--- src/rtl/burst_col_seq.sv ---
module burst_col_seq #(
  parameter int COL_W = 8
) (
  input  logic             clk,
  input  logic             rst_n,
  input  logic             start,
  input  logic [COL_W-1:0] start_col,
  input  logic             start_wr,
  input  logic             stop,
  input  logic [2:0]       bl_sel,
  input  logic             interleave,
  output logic [COL_W-1:0] col_out,
  output logic             col_valid,
  output logic             col_last,
  output logic             col_wr,
  output logic             mode_err
);

  localparam logic [2:0] BL_FULL = 3'd7;

  logic             busy_q, full_q, ilv_q, wr_q, err_q;
  logic [COL_W-1:0] base_q, cnt_q, mask_q, mask_in;
  logic             full_in, legal_in, final_beat;

  always_comb begin
    mask_in = '0;
    case (bl_sel)
      3'd1:    mask_in = COL_W'(1);
      3'd2:    mask_in = COL_W'(3);
      3'd3:    mask_in = COL_W'(7);
      BL_FULL: mask_in = '1;
      default: mask_in = '0;
    endcase
  end

  assign full_in    = (bl_sel == BL_FULL);
  assign legal_in   = (bl_sel <= 3'd3) || (full_in && !interleave);
  assign final_beat = busy_q && !full_q && (cnt_q == mask_q);

  always_ff @(posedge clk or negedge rst_n) begin
    if (!rst_n) begin
      busy_q <= 1'b0;
      full_q <= 1'b0;
      ilv_q  <= 1'b0;
      wr_q   <= 1'b0;
      err_q  <= 1'b0;
      base_q <= '0;
      cnt_q  <= '0;
      mask_q <= '0;
    end else if (start) begin
      err_q <= !legal_in;
      busy_q <= legal_in;
      cnt_q <= '0;
      if (legal_in) begin
        base_q <= start_col;
        mask_q <= mask_in;
        full_q <= full_in;
        ilv_q  <= interleave;
        wr_q   <= start_wr;
      end
    end else if (stop) begin
      busy_q <= 1'b0;
    end else if (busy_q) begin
      if (final_beat) busy_q <= 1'b0;
      else            cnt_q  <= cnt_q + 1'b1;
    end
  end

  assign col_out   = ilv_q ? (base_q ^ (cnt_q & mask_q))
                           : ((base_q & ~mask_q) | ((base_q + cnt_q) & mask_q));
  assign col_valid = busy_q;
  assign col_last  = final_beat;
  assign col_wr    = wr_q;
  assign mode_err  = err_q;

endmodule

--- config.mk ---
export PLATFORM = sky130hd
export DESIGN_NAME = burst_col_seq
export DESIGN_NICKNAME = d
export VERILOG_FILES = /design/src/rtl/burst_col_seq.sv
export SDC_FILE = /design/constraint.sdc
export NUM_CORES = 1
export LEC_CHECK = 0
export BUFFER_PORTS_ARGS = -buffer_cell sky130_fd_sc_hd__buf_2
export CAP_MARGIN = 20
export CELL_PAD_IN_SITES_DETAIL_PLACEMENT = 0
export CELL_PAD_IN_SITES_GLOBAL_PLACEMENT = 1
export CORE_AREA = 2 2 64 66
export DETAILED_ROUTE_END_ITERATION = 12
export DIE_AREA = 0 0 66 68
export GPL_TIMING_DRIVEN = 1
export HOLD_SLACK_MARGIN = 0.08
export PLACE_DENSITY = 0.92
export SLEW_MARGIN = 15
export SYNTH_ARGS = -nofsm -noshare
export SYNTH_HDL_FRONTEND = slang
export SYNTH_SLANG_ARGS = --single-unit
--- constraint.sdc ---
create_clock -name clk -period 4.04 [get_ports clk]
set_clock_uncertainty 0.2 [all_clocks]
set_input_delay 0.404 -clock clk [delete_from_list [all_inputs] [get_ports clk]]
set_output_delay 0.404 -clock clk [all_outputs]
set_load 0.005 [all_outputs]
==> flow_summary.json <==
{
  "synthCells": 193,
  "critPathSlowestCell": "dfrtp_1",
  "vias": 1379,
  "p_per_area_mw_per_mm2": 310.4,
  "grt_pass1_wl_um": 6030,
  "io_buffers": 28,
  "clockBufferDepth": 2,
  "final.setup.worst_slack_ns": 1.204,
  "cts_root_buf": "clkbuf_8",
  "seq_area_frac_synth": 0.3751,
  "crit_path_start_kind": "flop",
  "fmax_mhz": 352.6,
  "power_leakage_nw": 0.9672,
  "antenna_found_initial": 0,
  "path_class": "flop to output pin",
  "rsz0062_at_grt": "no",
  "fp-row-count": 23,
  "max_slew_margin": 0.6085,
  "initial_core_util": 0.4325,
  "final_antenna_net_count": 0,
  "dr.first_iter.drc_count": 62,
  "clkTransAtPathRegs_ns": 0.09,
  "synth-warning-count": 0,
  "finalSetupTns_ns": 0,
  "cts_max_level": 1,
  "outcome": "complete, no violations",
  "postSynthAreaPerCell_um2": 8.642,
  "grt_use_total": 0.1780,
  "die_h_um": 68,
  "cpPeakStageDelay_ns": 0.45,
  "die_x_um": 66,
  "design.die.area_mm2": 0.004488,
  "ys_seq_elements": 25,
  "clk_latency_ns": 0.27,
  "setup_violations": 0,
  "finalMaxSlewViolations": 0,
  "hold_class": "input port to flop",
  "drc": 0,
  "synthToLayoutAreaGrowth_pct": 14.10,
  "hold_violations": 0,
  "cts_sinks": 25,
  "n_antenna_cell": 0,
  "syn-cell-area_mm2": 0.001668,
  "path_cells": "ha_1 > inv_1 > fa_1 > nor2b_1 > o21a_1 > o31ai_2 > mux2i_1 > a31o_2 > buf_2",
  "wl_per_cell_um": 12.94,
  "grt_max_degree": 26,
  "synth-edff-count": 0,
  "critPathMaxFanout": 5,
  "final_cells": 270,
  "viasPerCell": 5.107,
  "synth_flop_cell": "dfrtp_1",
  "core_mm2": 0.003856,
  "cts_tree": "yes",
  "arrival_ns": 2.23,
  "endpoint_kind": "output pin",
  "hpwl_um": 2710,
  "postCtsResizedCells": 0,
  "post_cts_buffers": 0,
  "grt_pass1_vias": 1293,
  "hold_buffers": 1,
  "final.period_utilization": 0.7019,
  "min_period_ns": 2.836,
  "worst_slew_pin_slew_ns": 0.5872,
  "globalplace.congestion": 0.8369,
  "peakVddDrop_uv": 163.0,
  "cts_made_buffers": 3,
  "io_pins": 29,
  "worst-endpoint-required_ns": 3.44,
  "drive_gt1_frac": 0.1545,
  "globalRouteOverflowTotal": 0,
  "place_ws_ns": 1.500,
  "placed_cells": 265,
  "finalWirelength_um": 3494,
  "first_pass_iters": 4,
  "syn_nets": 227,
  "async_reset_ff_frac": 1.000,
  "maxCapViolCount": 0,
  "ys_types": 37,
  "nets": 255
}
## power breakdown
part	switching [mW]	internal, mW	total (mW)	leakage, nW
clock	0.0769	0.0690	0.146	0.0255
sequential	0.0311	0.272	0.303	0.321
combinational	0.0740	0.0681	0.142	0.621
## registers in the layout, summed over array words and instances (netlist names)
| signal | cells |
|---|---|
| base_q | 8 |
| cnt_q | 8 |
| col_valid | 1 |
| col_wr | 1 |
| full_q | 1 |
| ilv_q | 1 |
| mask_q | 4 |
| mode_err | 1 |
## logic make-up (layout without fill, tap and decap cells)
kind of cell             after synthesis  in the layout  synth area share
AO/OA/AOI/OAI                         36             36            0.1403
XOR/XNOR                              16             16           0.08402
adder cells (fa/ha/maj)               17             17            0.1320
buffers and inverters                 11             38           0.02551
flip-flops                            25             25            0.3751
multiplexers                           1              1          0.006002
AND/OR/NAND/NOR                       87             87            0.2371
## routing by layer
layer  vias to the layer above  routed length [um]  part of all wire  track usage
li1                        729                   -                 -            -
met1                       627                1760              0.50       0.2466
met2                        18                1614              0.46       0.2917
met3                         5                  68             0.019      0.01974
met4                         0                  50             0.014      0.06122
met5                         -                   0                 0            0
## final cells by class
class                           count  area, um^2
Clock buffer                        3       41.29
Clock inverter                      1       5.005
Fill cell                         395        1953
Inverter                            5       18.77
Multi-Input combinational cell    157       999.7
Sequential cell                    25       625.6
Tap cell                           50       62.56
Timing Repair Buffer               29       150.1
## worst paths after layout
kind	from	to	slack, ns	cells past startpoint
hold reg to reg	col_wr$_DFFE_PN0P_	col_wr$_DFFE_PN0P_	0.29	2
min in group asynchronous	rst_n	base_q[2]$_DFFE_PN0P_	0.45	2
setup / recovery	cnt_q[0]$_DFFE_PN0P_	col_out[6]	1.20	9
hold / removal	start_col[3]	base_q[3]$_DFFE_PN0P_	0.12	3
setup reg to reg	mask_q[6]$_DFFE_PN0P_	cnt_q[0]$_DFFE_PN0P_	1.85	6
max in group asynchronous	rst_n	cnt_q[0]$_DFFE_PN0P_	2.82	2
## stage by stage
| stage | util | cell area (um^2) | hold slack [ns] | power (mW) |
|---|---|---|---|---|
| after global placement | 0.4789 | 1847 | 0.2238 | 0.4483 |
| after floorplan | - | 1668 | -0.09159 | 0.3940 |
| after global routing | 0.4935 | 1903 | 0.1335 | 0.6369 |
| after CTS | 0.4935 | 1903 | 0.1125 | 0.5969 |
| after detailed placement | 0.4789 | 1847 | 0.2242 | 0.4503 |
| final | 0.4935 | 1903 | 0.1171 | 0.5907 |
## synthesized netlist by cell type, types with 2 or more instances
master | n | share of area
nor4_1 | 2 | 0.0075
a22oi_1 | 2 | 0.0090
a211oi_1 | 3 | 0.014
a21o_1 | 2 | 0.0090
nand3_1 | 6 | 0.018
o21ai_0 | 12 | 0.036
clkbuf_1 | 5 | 0.011
ha_1 | 16 | 0.12
xor2_1 | 11 | 0.058
o21a_1 | 2 | 0.0090
nor2_1 | 17 | 0.038
and2_1 | 4 | 0.015
dfrtp_1 | 25 | 0.38
nand2_1 | 41 | 0.092
nor2b_1 | 3 | 0.011
nand4_1 | 7 | 0.026
xnor2_1 | 5 | 0.026
inv_1 | 5 | 0.011
a21oi_1 | 7 | 0.021
## cells in the final DEF, fill, tap and decap left out, types with 3 or more instances in the layout
cell	n
a21oi_1	7
buf_2	28
nor2_1	17
nand2_1	41
xor2_1	11
and2_1	4
inv_1	5
clkbuf_8	3
nor2b_1	3
nand3_1	6
dfrtp_1	25
xnor2_1	5
a211oi_1	3
o21ai_0	12
ha_1	16
nand4_1	7
## worst max-delay path: cells and delay by family (launching register included)
| family | cells | cell delay, ns |
|---|---|---|
| muxes | 1 | 0.13 |
| buffers and inverters | 2 | 0.18 |
| DFF | 1 | 0.45 |
| and+or+nand+nor | 1 | 0.13 |
| adders and majority gates | 2 | 0.62 |
| AOI/OAI and AO/OA | 3 | 0.46 |
Power figures use the tool's default switching activity.
